===== src/rtl/mbx_pkg.sv =====
package mbx_pkg;

  localparam int WORD_W      = 32;
  localparam int CNT_FIELD_W = 4;

  // Host register offsets (bytes)
  localparam logic [7:0] OFS_UP_DATA = 8'h00;
  localparam logic [7:0] OFS_UP_STAT = 8'h04;
  localparam logic [7:0] OFS_UP_EOT  = 8'h08;
  localparam logic [7:0] OFS_FLUSH   = 8'h0C;
  localparam logic [7:0] OFS_DN_DATA = 8'h40;
  localparam logic [7:0] OFS_DN_STAT = 8'h44;

  // Status bit positions
  localparam int ST_EMPTY_BIT = 20;
  localparam int ST_CNT_LSB   = 16;
  localparam int ST_FULL_BIT  = 9;
  localparam int ST_OVF_BIT   = 8;
  localparam int ST_HEOT_BIT  = 7;

  function automatic logic [WORD_W-1:0] pack_status(
    input logic [CNT_FIELD_W-1:0] cnt,
    input logic                   empty,
    input logic                   full,
    input logic                   head_eot,
    input logic                   ovf
  );
    logic [WORD_W-1:0] w;
    w = '0;
    w[ST_CNT_LSB +: CNT_FIELD_W] = cnt;
    w[ST_EMPTY_BIT] = empty;
    w[ST_FULL_BIT]  = full;
    w[ST_OVF_BIT]   = ovf;
    w[ST_HEOT_BIT]  = head_eot;
    return w;
  endfunction

endpackage


===== src/rtl/mbx_word_fifo.sv =====
module mbx_word_fifo #(
  parameter int ENTRY_W = 33,
  parameter int DEPTH   = 8,
  localparam int AW     = (DEPTH > 1) ? $clog2(DEPTH) : 1,
  localparam int CW     = $clog2(DEPTH + 1)
) (
  input  logic               clk,
  input  logic               rst,
  input  logic               flush,
  input  logic               push,
  input  logic [ENTRY_W-1:0] push_data,
  input  logic               pop,
  output logic [ENTRY_W-1:0] head,
  output logic [CW-1:0]      count,
  output logic               empty,
  output logic               full
);

  logic [ENTRY_W-1:0] mem [DEPTH];
  logic [AW-1:0]      wp, rp;
  logic               do_push, do_pop;

  function automatic logic [AW-1:0] step(input logic [AW-1:0] p);
    return (p == AW'(DEPTH - 1)) ? '0 : p + AW'(1);
  endfunction

  assign empty   = (count == '0);
  assign full    = (count == CW'(DEPTH));
  assign do_push = push & ~full;
  assign do_pop  = pop & ~empty;
  assign head    = mem[rp];

  // storage: write port only, no reset, so it maps to distributed RAM
  always_ff @(posedge clk) begin
    if (do_push) mem[wp] <= push_data;
  end

  always_ff @(posedge clk) begin
    if (rst || flush) begin
      wp    <= '0;
      rp    <= '0;
      count <= '0;
    end else begin
      if (do_push) wp <= step(wp);
      if (do_pop)  rp <= step(rp);
      case ({do_push, do_pop})
        2'b10:   count <= count + CW'(1);
        2'b01:   count <= count - CW'(1);
        default: count <= count;
      endcase
    end
  end

  p_no_overflow_r3: assert property (@(posedge clk) disable iff (rst)
    full && push && !pop && !flush |=> count == $past(count));

  p_empty_pop_hold_r8: assert property (@(posedge clk) disable iff (rst)
    empty && pop && !push && !flush |=> empty);

  p_flush_empties_r9: assert property (@(posedge clk) disable iff (rst)
    flush |=> empty);

  p_count_range_r5: assert property (@(posedge clk) disable iff (rst)
    count <= CW'(DEPTH));

endmodule


===== src/rtl/mbx_host_decode.sv =====
module mbx_host_decode
  import mbx_pkg::*;
#(
  parameter int ADDR_W = 8
) (
  input  logic              clk,
  input  logic              rst,
  input  logic              sel,
  input  logic              we,
  input  logic [ADDR_W-1:0] addr,
  input  logic [WORD_W-1:0] wdata,
  input  logic [WORD_W-1:0] up_status,
  input  logic [WORD_W-1:0] dn_status,
  input  logic [WORD_W-1:0] dn_head_data,
  input  logic              dn_empty,
  output logic              up_wr,
  output logic              eot_wr,
  output logic              flush_wr,
  output logic              dn_rd,
  output logic [WORD_W-1:0] rdata,
  output logic              rvalid
);

  localparam logic [WORD_W-1:0] CMD_ONE = WORD_W'(1);

  logic              wr_req, rd_req;
  logic [WORD_W-1:0] rd_next;

  assign wr_req   = sel & we;
  assign rd_req   = sel & ~we;
  assign up_wr    = wr_req && (addr == ADDR_W'(OFS_UP_DATA));
  assign eot_wr   = wr_req && (addr == ADDR_W'(OFS_UP_EOT)) && (wdata == CMD_ONE);
  assign flush_wr = wr_req && (addr == ADDR_W'(OFS_FLUSH))  && (wdata == CMD_ONE);
  assign dn_rd    = rd_req && (addr == ADDR_W'(OFS_DN_DATA)) && !dn_empty;

  always_comb begin
    if (addr == ADDR_W'(OFS_UP_STAT))      rd_next = up_status;
    else if (addr == ADDR_W'(OFS_DN_STAT)) rd_next = dn_status;
    else if (addr == ADDR_W'(OFS_DN_DATA)) rd_next = dn_empty ? '0 : dn_head_data;
    else                                   rd_next = '0;
  end

  always_ff @(posedge clk) begin
    if (rst) begin
      rdata  <= '0;
      rvalid <= 1'b0;
    end else begin
      rvalid <= rd_req;
      if (rd_req) rdata <= rd_next;
    end
  end

  p_rvalid_follows_r6: assert property (@(posedge clk) disable iff (rst)
    sel && !we |=> rvalid);

  p_empty_read_zero_r8: assert property (@(posedge clk) disable iff (rst)
    sel && !we && addr == ADDR_W'(OFS_DN_DATA) && dn_empty |=> rdata == '0);

endmodule


===== src/rtl/hostlink_mailbox.sv =====
module hostlink_mailbox
  import mbx_pkg::*;
#(
  parameter int ADDR_W = 8,
  parameter int DEPTH  = 8
) (
  input  logic              clk,
  input  logic              rst,
  input  logic              host_sel,
  input  logic              host_we,
  input  logic [ADDR_W-1:0] host_addr,
  input  logic [31:0]       host_wdata,
  output logic [31:0]       host_rdata,
  output logic              host_rvalid,
  output logic              up_valid,
  input  logic              up_ready,
  output logic [31:0]       up_data,
  output logic              up_eot,
  input  logic              dn_valid,
  output logic              dn_ready,
  input  logic [31:0]       dn_data,
  input  logic              dn_eot
);

  localparam int ENTRY_W = WORD_W + 1;
  localparam int CW      = $clog2(DEPTH + 1);

  logic               up_wr, eot_wr, flush_wr, dn_rd;
  logic               up_push;
  logic [ENTRY_W-1:0] up_in, up_head, dn_head;
  logic [CW-1:0]      up_count, dn_count;
  logic               up_empty, up_full, dn_empty, dn_full;
  logic               ovf;
  logic [WORD_W-1:0]  up_status, dn_status;

  mbx_host_decode #(.ADDR_W(ADDR_W)) u_dec (
    .clk          (clk),
    .rst          (rst),
    .sel          (host_sel),
    .we           (host_we),
    .addr         (host_addr),
    .wdata        (host_wdata),
    .up_status    (up_status),
    .dn_status    (dn_status),
    .dn_head_data (dn_head[WORD_W-1:0]),
    .dn_empty     (dn_empty),
    .up_wr        (up_wr),
    .eot_wr       (eot_wr),
    .flush_wr     (flush_wr),
    .dn_rd        (dn_rd),
    .rdata        (host_rdata),
    .rvalid       (host_rvalid)
  );

  // marker entries carry a zero data word and a set tag
  assign up_push = up_wr | eot_wr;
  assign up_in   = eot_wr ? {1'b1, {WORD_W{1'b0}}} : {1'b0, host_wdata};

  mbx_word_fifo #(.ENTRY_W(ENTRY_W), .DEPTH(DEPTH)) u_upq (
    .clk       (clk),
    .rst       (rst),
    .flush     (flush_wr),
    .push      (up_push),
    .push_data (up_in),
    .pop       (up_ready),
    .head      (up_head),
    .count     (up_count),
    .empty     (up_empty),
    .full      (up_full)
  );

  mbx_word_fifo #(.ENTRY_W(ENTRY_W), .DEPTH(DEPTH)) u_dnq (
    .clk       (clk),
    .rst       (rst),
    .flush     (flush_wr),
    .push      (dn_valid),
    .push_data ({dn_eot, dn_data}),
    .pop       (dn_rd),
    .head      (dn_head),
    .count     (dn_count),
    .empty     (dn_empty),
    .full      (dn_full)
  );

  always_ff @(posedge clk) begin
    if (rst || flush_wr)          ovf <= 1'b0;
    else if (up_push && up_full)  ovf <= 1'b1;
  end

  assign up_status = pack_status(CNT_FIELD_W'(up_count), up_empty, up_full,
                                 up_head[WORD_W] & ~up_empty, ovf);
  assign dn_status = pack_status(CNT_FIELD_W'(dn_count), dn_empty, dn_full,
                                 dn_head[WORD_W] & ~dn_empty, 1'b0);

  assign up_valid = ~up_empty;
  assign up_data  = up_head[WORD_W-1:0];
  assign up_eot   = up_head[WORD_W];
  assign dn_ready = ~dn_full;

  p_ovf_sticky_r3: assert property (@(posedge clk) disable iff (rst)
    ovf && !flush_wr |=> ovf);

  p_refused_push_r5: assert property (@(posedge clk) disable iff (rst)
    dn_valid && !dn_ready && !dn_rd && !flush_wr |=> dn_count == $past(dn_count));

  p_marker_word_zero_r4: assert property (@(posedge clk) disable iff (rst)
    eot_wr && up_empty && !flush_wr |=> up_valid && up_eot && up_data == '0);

endmodule


===== config.mk =====
export PLATFORM = sky130hd
export DESIGN_NAME = hostlink_mailbox
export DESIGN_NICKNAME = d
export VERILOG_FILES = /design/src/rtl/mbx_pkg.sv /design/src/rtl/mbx_word_fifo.sv /design/src/rtl/mbx_host_decode.sv /design/src/rtl/hostlink_mailbox.sv
export SDC_FILE = /design/constraint.sdc
export NUM_CORES = 1
export LEC_CHECK = 0
export ABC_AREA = 1
export BUFFER_PORTS_ARGS = -buffer_cell sky130_fd_sc_hd__clkbuf_2
export CAP_MARGIN = 20
export CORE_ASPECT_RATIO = 1.2
export CORE_MARGIN = 5
export CORE_UTILIZATION = 45
export CTS_CLUSTER_DIAMETER = 120
export DETAILED_ROUTE_END_ITERATION = 8
export PLACE_DENSITY = 0.61
export SLEW_MARGIN = 40
export SYNTH_ARGS = -nofsm -noshare
export SYNTH_HDL_FRONTEND = slang
export SYNTH_SLANG_ARGS = --single-unit
export TNS_END_PERCENT = 1

===== constraint.sdc =====
create_clock -name clk -period 3.5 [get_ports clk]
set_clock_uncertainty 0.2 [all_clocks]
set_input_delay 0.35 -clock clk [delete_from_list [all_inputs] [get_ports clk]]
set_output_delay 0.35 -clock clk [all_outputs]
set_load 0.005 [all_outputs]

======== Word-level counts from Yosys, hierarchy flattened ========
Memories as Yosys holds them, arrays and structs flattened. A register that Yosys moved wholly into a read port is not among the register bits.
Index checks and enable logic that the tools add are counted.
word-level totals
  flip-flop bits (word level) ............. 54
  memories ................................ 2
  output and inout port bits .............. 68
  logic and storage cells ................. 83
  bits in writable memories ............... 528
  bits of input ports ..................... 79
operators by class
  bitwise logic cells ..................... 14
  reductions and logical operators ........ 15
  add/sub/neg operators ................... 8
  mux-type cells .......................... 19
  eq/ne operators ......................... 16
memory list
  name       words  width  read ports  clocked after memory_dff  write ports  RTL line             source
  u_dnq.mem  8      33     1           1                         1            mbx_word_fifo.sv:19  logic [ENTRY_W-1:0] mem [DEPTH];
  u_upq.mem  8      33     1           1                         1            mbx_word_fifo.sv:19
operator list
  cell                                                                 number
  32-bit two-way mux                                                   4
  33-bit two-way mux                                                   1
  32-bit by 1-bit == test with 1-bit output (second input constant)    1
  3-bit two-way mux                                                    8
  8-bit by 4-bit == test with 1-bit output (second input constant)     2
  8-bit by 7-bit == test with 1-bit output (second input constant)     2
  4-bit one-hot mux with 2 select lines                                2
  3-bit by 1-bit adder with 3-bit output (second input constant)       4
  3-bit == test (second input constant)                                4
  4-bit by 1-bit adder with 4-bit output (second input constant)       2
  1-bit AND                                                            8
  4-bit == test (second input constant)                                2
  8-bit by 3-bit == test with 1-bit output (second input constant)     1
  1-bit logical AND                                                    8
  4-bit logical NOT                                                    2
  8-bit logical NOT                                                    1
  4-bit by 1-bit subtractor with 4-bit output (second input constant)  2
  1-bit NOT                                                            5
  2-bit by 1-bit == test with 1-bit output (second input constant)     2
  2-bit == test (second input constant)                                2
  1-bit two-way mux                                                    4
  2-bit nonzero test                                                   2
  1-bit logical NOT                                                    1
  1-bit logical OR                                                     1
  1-bit bitwise OR                                                     1

======== Logic depth before layout (Yosys ltp) ========
Gate-level depths: netlist (run 1).
  depth in word-level cells ............... 7
  mapped depth ............................ 17
  gate-level depth less buffers ........... 16

======== Hierarchy ========
Synthesis (run 1) repeated with hierarchy kept, for this count alone.
second synthesis, totals
  cells, all modules ...................... 2174
  area total of the unflattened synthesis .. 24713.7 um^2
modules (own cells, without submodules)
  module            times used  cells an instance  seq. area each (um^2)  area an instance (um^2)
  mbx_word_fifo     2           838                8187.9                 10988.0
  mbx_host_decode   1           417                660.6                  2379.8
  hostlink_mailbox  1           81                 20.0                   357.8

======== Worst setup path before layout (run 1) ========
Ideal clock, no wire load.
  path type ............................... input to register
  from .................................... in host_addr[5]
  to ...................................... mem u_upq.mem[0][0] (enable)
  required time ........................... 2877 ps
  setup time .............................. 423 ps
  stages on the path ...................... 9
  path buffers ............................ 0
  slack ................................... 280 ps
  data arrival time ....................... 2597 ps
  cells stage by stage .................... nor2_1 > nand2_1 > inv_1 > nand2_1 > nor2_1 > nand3_1 > a21oi_1 > nand2_1 > nor2_1
on the way
  longest elaborated chain between the ends .. 7
  elaborated cells on any way between the ends .. 9
  those cells by class .................... eq/ne (1); mux (2); bitwise (2); reduce/logical (4)
ends and longest elaborated chain
  element                                      RTL line                source
  start, declared                              hostlink_mailbox.sv:11  input logic [ADDR_W-1:0] host_addr,
  8-bit by 4-bit == test with 1-bit output     mbx_host_decode.sv:32   assign eot_wr = wr_req && (addr == ADDR_W'(OFS_UP_EOT)) && (wdata == CMD_ONE);
  1-bit logical AND (2 in series)              mbx_host_decode.sv:32
  1-bit bitwise OR (*)                         hostlink_mailbox.sv:56  assign up_push = up_wr | eot_wr;
  1-bit AND (*)                                mbx_word_fifo.sv:29     assign do_push = push & ~full;
  1-bit two-way mux (*)                        mbx_word_fifo.sv:35     if (do_push) mem[wp] <= push_data;
  1-bit two-way mux (implied by the code) (*)  mbx_word_fifo.sv:35
  end, declared                                mbx_word_fifo.sv:19
Every way passes the cells marked *; elsewhere a longest branch is shown, timed or not.

==> report_table.html, run 1 <==
<table>
<tr><th>Metric</th><th>Value</th></tr>
<tr><th colspan="2">Global route</th></tr>
<tr><td>Maximum number of pins on one net before global-route repair</td><td>81</td></tr>
<tr><td>First-pass GRT wire length</td><td>between 80000 and 90000 um</td></tr>
<tr><td>Antenna violations before repair</td><td>5</td></tr>
<tr><td>Total global routing overflow</td><td>0</td></tr>
<tr><td>Vias in the first global route</td><td>15600</td></tr>
<tr><td>Overall routing resource usage</td><td>19.2%</td></tr>
<tr><th colspan="2">Power and ir drop</th></tr>
<tr><td>Switching share of power</td><td>23.9%</td></tr>
<tr><td>Part of the power in the clock network</td><td>39.5%</td></tr>
<tr><td>Cell internal power dissipation</td><td>around 12 mW</td></tr>
<tr><td>Net load switching power</td><td>~3.7 mW</td></tr>
<tr><td>Portion of total power attributed to combinational logic</td><td>between 10% and 20%</td></tr>
<tr><td>Total power of the final layout</td><td>around 16 mW</td></tr>
<tr><td>Fraction of power consumed by sequential logic</td><td>49.7%</td></tr>
<tr><td>Leakage component of the power</td><td>between 10 and 15 nW</td></tr>
<tr><td>Pwr Density</td><td>564 nW/um^2</td></tr>
<tr><td>Peak VDD IR</td><td>0.436 mV</td></tr>
<tr><th colspan="2">Die</th></tr>
<tr><td>Cell Rows</td><td>roughly 90</td></tr>
<tr><td>Width of the die</td><td>220 um</td></tr>
<tr><td>Io pins</td><td>around 150</td></tr>
<tr><td>Die outline area</td><td>57400 um^2</td></tr>
<tr><td>Effective utilization at floorplan</td><td>45.3%</td></tr>
<tr><td>Height of the die</td><td>261 um</td></tr>
<tr><td>Core region area</td><td>52400 um^2</td></tr>
<tr><th colspan="2">Yosys</th></tr>
<tr><td>Area contributors post-synth</td><td>sky130_fd_sc_hd__edfxtp_1 (67%), sky130_fd_sc_hd__nand2_1 (6.3%), sky130_fd_sc_hd__nor2_1 (5.5%)</td></tr>
<tr><td>Post-synthesis net count</td><td>2154</td></tr>
<tr><td>Sequential share of the synthesized area</td><td>around 72%</td></tr>
<tr><td>Yosys reg bits</td><td>588</td></tr>
<tr><td>Gate count after technology mapping</td><td>2060</td></tr>
<tr><td>Post-synthesis instance area</td><td>approximately 24000 um^2</td></tr>
<tr><td>Per-instance average area after synthesis</td><td>11.5 um^2</td></tr>
<tr><td>Synth area leader</td><td>sky130_fd_sc_hd__edfxtp_1</td></tr>
<tr><td>Syn. warnings</td><td>0</td></tr>
<tr><td>Library cells used by synthesis</td><td>36</td></tr>
<tr><td>Area share of the leading cell type in the synthesized netlist</td><td>66.9%</td></tr>
<tr><th colspan="2">Critical path</th></tr>
<tr><td>Cell chain of the critical path</td><td>buf_4 -&gt; o21ai_0 -&gt; o22ai_1 -&gt; nor2_1 -&gt; a31oi_1 -&gt; clkbuf_2</td></tr>
<tr><td>Kind of cell adding the most delay to the critical path</td><td>buffers and inverters</td></tr>
<tr><td>Critical path buffer and inverter count</td><td>2</td></tr>
<tr><td>Worst Path Class, Setup</td><td>reg2out</td></tr>
<tr><td>Element type at the critical path start</td><td>flop</td></tr>
<tr><td>Worst path slowest cell</td><td>sky130_fd_sc_hd__buf_4</td></tr>
<tr><td>Slowest Stage Delay on Critical Path</td><td>580 ps</td></tr>
<tr><td>Critical Path AT</td><td>about 2700 ps</td></tr>
<tr><td>Data required time of the worst path</td><td>between 2000 and 3000 ps</td></tr>
<tr><td>Top fanout value on the critical path</td><td>62</td></tr>
<tr><td>CP endpoint kind</td><td>primary output</td></tr>
<tr><th colspan="2">STA</th></tr>
<tr><td>Fraction of the cycle the final worst path needs</td><td>93.4%</td></tr>
<tr><td>Final number of max-transition violations</td><td>0</td></tr>
<tr><td>Tmin final</td><td>~3300 ps</td></tr>
<tr><td>Total setup violations reported at the end of the flow</td><td>0</td></tr>
<tr><td>Upper clock frequency limit</td><td>about 0.3 GHz</td></tr>
<tr><td>Fin. Hold Viols</td><td>0</td></tr>
<tr><td>Worst setup slack after layout</td><td>233 ps</td></tr>
<tr><td>Hold Slack</td><td>54.0 ps</td></tr>
<tr><td>Fin Setup TNS</td><td>0 ps</td></tr>
<tr><td>Unrepaired setup endpoints after global routing</td><td>no</td></tr>
<tr><td>Worst-margin pin slew</td><td>852 ps</td></tr>
<tr><td>Headroom to the max-slew limit</td><td>43.2%</td></tr>
<tr><th colspan="2">Final layout</th></tr>
<tr><td># nets final</td><td>2334</td></tr>
<tr><td>Signed area change from the synthesized netlist to the final layout</td><td>17.7%</td></tr>
<tr><td>Share of the core filled with cells in the final layout</td><td>53.3%</td></tr>
<tr><td>Most frequent standard cell in the layout excluding fill and tap cells</td><td>sky130_fd_sc_hd__edfxtp_1</td></tr>
<tr><td>Most frequent cells in the layout</td><td>sky130_fd_sc_hd__edfxtp_1 (528), sky130_fd_sc_hd__nand2_1 (401), sky130_fd_sc_hd__nor2_1 (334)</td></tr>
<tr><td>Proportion of layout cells with a drive suffix above 1</td><td>15.1%</td></tr>
<tr><td>Post-layout instance count excluding filler cells</td><td>2997</td></tr>
<tr><td>Final non-filler cell area</td><td>27900 um^2</td></tr>
<tr><th colspan="2">Clocking</th></tr>
<tr><td>H-tree depth</td><td>2</td></tr>
<tr><td>Post-CTS setup repair buffer count</td><td>0</td></tr>
<tr><td>TritonCTS clock tree</td><td>done</td></tr>
<tr><td>Clock latency reported for the late side of the worst-skew pair</td><td>~610 ps</td></tr>
<tr><td>TritonCTS Sinks</td><td>588</td></tr>
<tr><td>Root Buffer Master</td><td>sky130_fd_sc_hd__clkbuf_16</td></tr>
<tr><td>Hold-fix buffers at CTS</td><td>67</td></tr>
<tr><td>Clock Path Buffers</td><td>3</td></tr>
<tr><td>CTS buffer count</td><td>58</td></tr>
<tr><td>Post-CTS sizing</td><td>0</td></tr>
<tr><td>Clock edge transition at the registers on the reported setup and hold paths</td><td>60 ps</td></tr>
<tr><th colspan="2">Detailed routing</th></tr>
<tr><td>Initial drt markers</td><td>~1200</td></tr>
<tr><td>DR vias</td><td>15600</td></tr>
<tr><td>Wire length per cell after detailed routing</td><td>about 19 um</td></tr>
<tr><td>Final routed DRC violation total</td><td>0</td></tr>
<tr><td>Number of nets still failing antenna checks after routing</td><td>0</td></tr>
<tr><td>Detailed-route wire length</td><td>55800 um</td></tr>
<tr><td>Average vias per placed instance</td><td>5.20</td></tr>
<tr><td>DRT Pass-1 Iters</td><td>5</td></tr>
<tr><th colspan="2">Placement</th></tr>
<tr><td>Buffers added on ports</td><td>approximately 150</td></tr>
<tr><td>Post-DP HPWL</td><td>~32000 um</td></tr>
<tr><td>Last weighted congestion value of the routability-driven placer</td><td>0.785</td></tr>
<tr><td>Area after detailed placement</td><td>25300 um^2</td></tr>
<tr><td>Worst-case setup slack after placement</td><td>421 ps</td></tr>
<tr><td>Count of placed standard cells including taps</td><td>2818</td></tr>
<tr><th colspan="2">Flow run</th></tr>
<tr><td>Maximum Capacitance Violations</td><td>0</td></tr>
<tr><th colspan="2">Worst hold path</th></tr>
<tr><td>Worst Hold Class</td><td>in2reg</td></tr>
<tr><th colspan="2">Status</th></tr>
<tr><td>Run status</td><td>finished, final reports clean</td></tr>
</table>
layer usage:
layer  wire, um  global-route usage [%]
met4       1630                    6.61
met2      28100                    33.5
met1      22800                    24.4
met3       3240                    3.21
met5         19                       0
registers in the layout (all words and copies together), names as in the netlist, 3 cells and up, named ones only:
name,count
u_dnq.mem,264
u_dnq.count,4
u_dnq.wp,3
u_upq.wp,3
u_upq.count,4
u_upq.rp,3
u_dnq.rp,3
u_dec.rdata,32
u_upq.mem,264
Yosys cell counts, drive strengths merged:
cell,count
nor3,5
fa,1
edfxtp,528
nand4,1
ha,14
o21ai,172
inv,62
nand3b,1
xnor2,1
and2,1
nor2,353
clkbuf,77
buf,66
xor2,4
o211ai,1
o22ai,32
or2,1
nand3,167
clkinv,3
nand2,415
a31oi,32
a21oi,63
dfxtp,60
area by class of cell:
type | count | area (um^2)
Sequential cell | 588 | 17100
Tap cell | 705 | 882
Inverter | 65 | 251
Multi-Input combinational cell | 1264 | 5850
Clock inverter | 31 | 325
Antenna cell | 3 | 7.51
Timing Repair Buffer | 263 | 1910
Clock buffer | 78 | 1600
Fill cell | 4444 | 24500
worst min-delay path: stages:
cell and delay, ps:
sky130_fd_sc_hd__clkbuf_2 90, sky130_fd_sc_hd__nor2_1 40, sky130_fd_sc_hd__buf_4 150, sky130_fd_sc_hd__o21ai_0 140
sky130_fd_sc_hd__a21oi_1 40
worst paths after layout:
path	startpoint	endpoint	slack (ps)	cells after the start
min	host_we	u_dec.rdata[7]$_SDFFE_PP0P_	50	5
max reg2reg	u_dnq.count[0]$_SDFFE_PP0P_	u_dnq.count[3]$_SDFFE_PP0P_	820	14
min reg2reg	u_dec.rdata[3]$_SDFFE_PP0P_	u_dec.rdata[3]$_SDFFE_PP0P_	270	2
max	flop	up_data[0]	230	6
kinds of logic (layout without fill, tap and decap cells):
group | Yosys count | count (layout) | synth area share (%)
fa+ha+maj | 15 | 15 | 0.823
xor+xnor | 5 | 5 | 0.185
compound gates | 300 | 300 | 6.98
buf+inv | 208 | 437 | 3.86
other cells | 0 | 3 | 0
simple gates | 944 | 944 | 16.2
flops | 588 | 588 | 72.0
power by group through the flow:
| stage | clock network, mW | registers [mW] | logic [mW] |
|---|---|---|---|
| after floorplan | 0 | 7.91 | 1.09 |
| after global routing | 6.63 | 7.82 | 1.90 |
| final | 6.21 | 7.81 | 1.70 |
| after global placement | 0 | 7.96 | 1.61 |
| after detailed placement | 0 | 7.96 | 1.65 |
| after CTS | 6.36 | 7.81 | 1.72 |
No activity file was read; power rests on OpenSTA's default activity.
==> run 2: changes to the inputs <==
- SYNTH_HIERARCHICAL: not set -> 1
==> report_table.html, run 2 <==
<table>
<tr><th>Metric</th><th>Value</th></tr>
<tr><th colspan="2">Die</th></tr>
<tr><td>Cell Rows</td><td>94</td></tr>
<tr><td>Width of the die</td><td>224 um</td></tr>
<tr><td>Effective utilization at floorplan</td><td>45.3%</td></tr>
<tr><td>Core region area</td><td>54600 um^2</td></tr>
<tr><td>Die outline area</td><td>59700 um^2</td></tr>
<tr><td>Height of the die</td><td>roughly 270 um</td></tr>
<tr><td>Io pins</td><td>~150</td></tr>
<tr><th colspan="2">Critical path</th></tr>
<tr><td>Worst r2r path cells</td><td>11</td></tr>
<tr><td>Worst Path Class, Setup</td><td>in2reg</td></tr>
<tr><td>Minimum setup slack among reg-to-reg paths</td><td>860 ps</td></tr>
<tr><td>Element type at the critical path start</td><td>input pin</td></tr>
<tr><td>Worst reg2reg endpoint</td><td>u_dec/rdata[6]$_SDFFE_PP0P_</td></tr>
<tr><td>CP endpoint kind</td><td>flop</td></tr>
<tr><td>Data required time of the worst path</td><td>between 3000 and 4000 ps</td></tr>
<tr><td>Top fanout value on the critical path</td><td>27</td></tr>
<tr><td>Critical Path AT</td><td>around 3100 ps</td></tr>
<tr><th colspan="2">Clocking</th></tr>
<tr><td>Clock latency reported for the late side of the worst-skew pair</td><td>600 ps</td></tr>
<tr><td>Root Buffer Master</td><td>sky130_fd_sc_hd__clkbuf_16</td></tr>
<tr><td>H-tree depth</td><td>2</td></tr>
<tr><td>Clock Path Buffers</td><td>3</td></tr>
<tr><td>Post-CTS sizing</td><td>0</td></tr>
<tr><td>CTS buffer count</td><td>between 50 and 60</td></tr>
<tr><td>TritonCTS clock tree</td><td>done</td></tr>
<tr><td>TritonCTS Sinks</td><td>588</td></tr>
<tr><td>Clock edge transition at the registers on the reported setup and hold paths</td><td>approximately 60 ps</td></tr>
<tr><th colspan="2">Global route</th></tr>
<tr><td>Maximum number of pins on one net before global-route repair</td><td>133</td></tr>
<tr><td>Overall routing resource usage</td><td>19.7%</td></tr>
<tr><td>Total global routing overflow</td><td>0</td></tr>
<tr><td>Antenna violations before repair</td><td>1</td></tr>
<tr><td>First-pass GRT wire length</td><td>92200 um</td></tr>
<tr><td>Vias in the first global route</td><td>16100</td></tr>
<tr><th colspan="2">Yosys</th></tr>
<tr><td>Largest family of logic cells by synthesized area</td><td>simple AND/OR/NAND/NOR gates</td></tr>
<tr><td>Per-instance average area after synthesis</td><td>about 11 um^2</td></tr>
<tr><td>Synth area leader</td><td>sky130_fd_sc_hd__edfxtp_1</td></tr>
<tr><td>Gate count after technology mapping</td><td>2174</td></tr>
<tr><td>Post-synthesis xor/xnor area fraction</td><td>less than 1%</td></tr>
<tr><td>Library cells used by synthesis</td><td>35</td></tr>
<tr><td>Adder and majority gate portion of the synthesized area</td><td>less than 1%</td></tr>
<tr><td>Sequential share of the synthesized area</td><td>69.0%</td></tr>
<tr><td>Post-synthesis instance area</td><td>24700 um^2</td></tr>
<tr><td>Area share of the leading cell type in the synthesized netlist</td><td>between 60% and 70%</td></tr>
<tr><td>Primary flip-flop cell chosen by synthesis mapping</td><td>sky130_fd_sc_hd__edfxtp_1</td></tr>
<tr><td>Simple-gate portion of the synthesized area</td><td>13.7%</td></tr>
<tr><td>Async SR Flop Fraction</td><td>0%</td></tr>
<tr><td>Synth cell count leaders</td><td>sky130_fd_sc_hd__edfxtp_1 (528), sky130_fd_sc_hd__nor2_1 (401), sky130_fd_sc_hd__nand2_1 (332), sky130_fd_sc_hd__o21ai_1 (149), sky130_fd_sc_hd__o21ai_0 (138)</td></tr>
<tr><td>Multiplexer share of the synthesized area</td><td>2.67%</td></tr>
<tr><td>Most frequently used cell type in the post-synthesis netlist</td><td>sky130_fd_sc_hd__edfxtp_1</td></tr>
<tr><td>Compound-gate portion of the synthesized area</td><td>8.64%</td></tr>
<tr><td>Area contributors post-synth</td><td>sky130_fd_sc_hd__edfxtp_1 (64%), sky130_fd_sc_hd__nor2_1 (6.1%), sky130_fd_sc_hd__nand2_1 (5.0%)</td></tr>
<tr><td>Post-synth EDFFs</td><td>528</td></tr>
<tr><td>Syn. warnings</td><td>6</td></tr>
<tr><td>Yosys reg bits</td><td>588</td></tr>
<tr><th colspan="2">Detailed routing</th></tr>
<tr><td>Wire length per cell after detailed routing</td><td>18.7 um</td></tr>
<tr><td>Average vias per placed instance</td><td>5.20</td></tr>
<tr><td>Initial drt markers</td><td>1237</td></tr>
<tr><td>Final routed DRC violation total</td><td>0</td></tr>
<tr><td>DR vias</td><td>16500</td></tr>
<tr><td>DRT Pass-1 Iters</td><td>5</td></tr>
<tr><td>Number of nets still failing antenna checks after routing</td><td>0</td></tr>
<tr><td>Detailed-route wire length</td><td>59300 um</td></tr>
<tr><th colspan="2">STA</th></tr>
<tr><td>Worst-margin pin slew</td><td>803 ps</td></tr>
<tr><td>Final number of max-transition violations</td><td>0</td></tr>
<tr><td>Fraction of the cycle the final worst path needs</td><td>86.9%</td></tr>
<tr><td>Fin. Hold Viols</td><td>0</td></tr>
<tr><td>Unrepaired setup endpoints after global routing</td><td>no</td></tr>
<tr><td>Tmin final</td><td>3040 ps</td></tr>
<tr><td>Headroom to the max-slew limit</td><td>between 40% and 50%</td></tr>
<tr><td>Upper clock frequency limit</td><td>between 0.3 and 0.4 GHz</td></tr>
<tr><td>Total setup violations reported at the end of the flow</td><td>0</td></tr>
<tr><th colspan="2">Placement</th></tr>
<tr><td>Buffers added on ports</td><td>146</td></tr>
<tr><td>Post-DP HPWL</td><td>around 36000 um</td></tr>
<tr><td>Area after detailed placement</td><td>26400 um^2</td></tr>
<tr><td>Last weighted congestion value of the routability-driven placer</td><td>0.800</td></tr>
<tr><th colspan="2">Worst hold path</th></tr>
<tr><td>Min-Delay Path Depth</td><td>3</td></tr>
<tr><td>Hold Crit Start</td><td>host_wdata[1]</td></tr>
<tr><td>Worst Hold Class</td><td>in2reg</td></tr>
<tr><td>Hold worst-path end</td><td>u_upq/mem[2][1]$_DFFE_PP_</td></tr>
<tr><th colspan="2">Final layout</th></tr>
<tr><td>Registers with the most flip-flops</td><td>u_dnq/mem (264), u_upq/mem (264), u_dec/rdata (32)</td></tr>
<tr><td>Final non-filler cell area</td><td>~29000 um^2</td></tr>
<tr><td>Most frequent cells in the layout</td><td>sky130_fd_sc_hd__edfxtp_1 (528), sky130_fd_sc_hd__nor2_1 (384), sky130_fd_sc_hd__nand2_1 (332)</td></tr>
<tr><td>Most frequent standard cell in the layout excluding fill and tap cells</td><td>sky130_fd_sc_hd__edfxtp_1</td></tr>
<tr><td># nets final</td><td>approximately 2500</td></tr>
<tr><td>Signed area change from the synthesized netlist to the final layout</td><td>16.3%</td></tr>
<tr><td>Proportion of layout cells with a drive suffix above 1</td><td>12.6%</td></tr>
<tr><th colspan="2">Power and ir drop</th></tr>
<tr><td>Leakage component of the power</td><td>10.5 nW</td></tr>
<tr><td>Pwr Density</td><td>between 500 and 600 nW/um^2</td></tr>
<tr><td>Total power of the final layout</td><td>16.0 mW</td></tr>
<tr><td>Peak VDD IR</td><td>between 0.4 and 0.5 mV</td></tr>
<tr><th colspan="2">Status</th></tr>
<tr><td>Run status</td><td>finished, final reports clean</td></tr>
<tr><th colspan="2">Flow run</th></tr>
<tr><td>Maximum Capacitance Violations</td><td>0</td></tr>
</table>
## run 2: cell types whose count changed after synthesis, moves of 35 or more
cell and change:
sky130_fd_sc_hd__nand2_1 -69, sky130_fd_sc_hd__clkbuf_1 -35, sky130_fd_sc_hd__inv_1 +53, sky130_fd_sc_hd__mux2i_1 +66, sky130_fd_sc_hd__nor2_1 +51, sky130_fd_sc_hd__o21ai_1 +149, sky130_fd_sc_hd__nand3_1 -87
## run 2: worst max-delay path by stage
stage	startpoint	slack, ps	end
6_report	host_wdata[7]	460	u_upq/mem[5][2]$_DFFE_PP_
2_1_floorplan	host_addr[6]	-410	u_upq/mem[1][0]$_DFFE_PP_
3_3_place_gp	host_wdata[28]	500	u_upq/mem[5][10]$_DFFE_PP_
4_1_cts	flop	350	up_data[4]
5_1_grt	host_wdata[7]	310	u_upq/mem[5][2]$_DFFE_PP_
3_5_place_dp	host_addr[6]	430	u_upq/mem[5][2]$_DFFE_PP_
## run 2: cell type report
type                            count  area [um^2]
Fill cell                        4686        25800
Sequential cell                   588        17100
Multi-Input combinational cell   1390         6740
Timing Repair Buffer              252         1810
Clock buffer                       69         1510
Tap cell                          720          901
Inverter                          120          458
Clock inverter                     33          263
Antenna cell                        1         2.50
## run 2: per-layer routing
metal	vias up	GRT usage, %	wire, um
met5	-	0	0
met4	0	6.11	1650
met3	97	3.90	3550
met2	432	34.1	29700
met1	7973	25.0	24300
li1	7990	-	-
## run 2: worst max-delay path, cell delays in order
cell and delay (ps):
sky130_fd_sc_hd__dlygate4sd3_1 560, sky130_fd_sc_hd__clkbuf_2 130, sky130_fd_sc_hd__nor2_1 130, sky130_fd_sc_hd__nand4_1 250, sky130_fd_sc_hd__nand3b_1 290, sky130_fd_sc_hd__nor3_2 150
sky130_fd_sc_hd__or2_1 180, sky130_fd_sc_hd__nand2_1 180, sky130_fd_sc_hd__nor2_1 180, sky130_fd_sc_hd__inv_1 190, sky130_fd_sc_hd__nor2_4 260, sky130_fd_sc_hd__buf_12 250
## run 2: cell families after synthesis
logic type | count (synthesis)
and+or+nand+nor | 847
DFF | 588
AOI/OAI and AO/OA | 408
muxes | 66
xor gates and xnor gates | 6
buffers and inverters | 244
adders and majority gates | 14
other | 1
## run 2: report_power, final
group	internal (mW)	switching, mW	total, mW
logic	0.769	1.44	2.21
clock network	3.29	2.54	5.84
registers	7.80	0.112	7.91
## run 2: what timing repair did
action	4_1_cts	5_1_grt
setup buffers	0	0
endpoints found under the hold margin	483	0
hold buffers	62	0
## run 2: through the flow
stage / util, % / hold slack [ps] / cells / TNS, ps / worst slack, ps
floorplan: - / 225 / 2222 / -78070 / -408
global placement: 48.3 / 240 / 3008 / 0 / 497
detailed placement: 48.3 / 244 / 3008 / 0 / 428
CTS: 52.7 / 0.592 / 3172 / 0 / 348
global route: 52.7 / 38.6 / 3172 / 0 / 313
finish: 52.7 / 26.5 / 3173 / 0 / 459
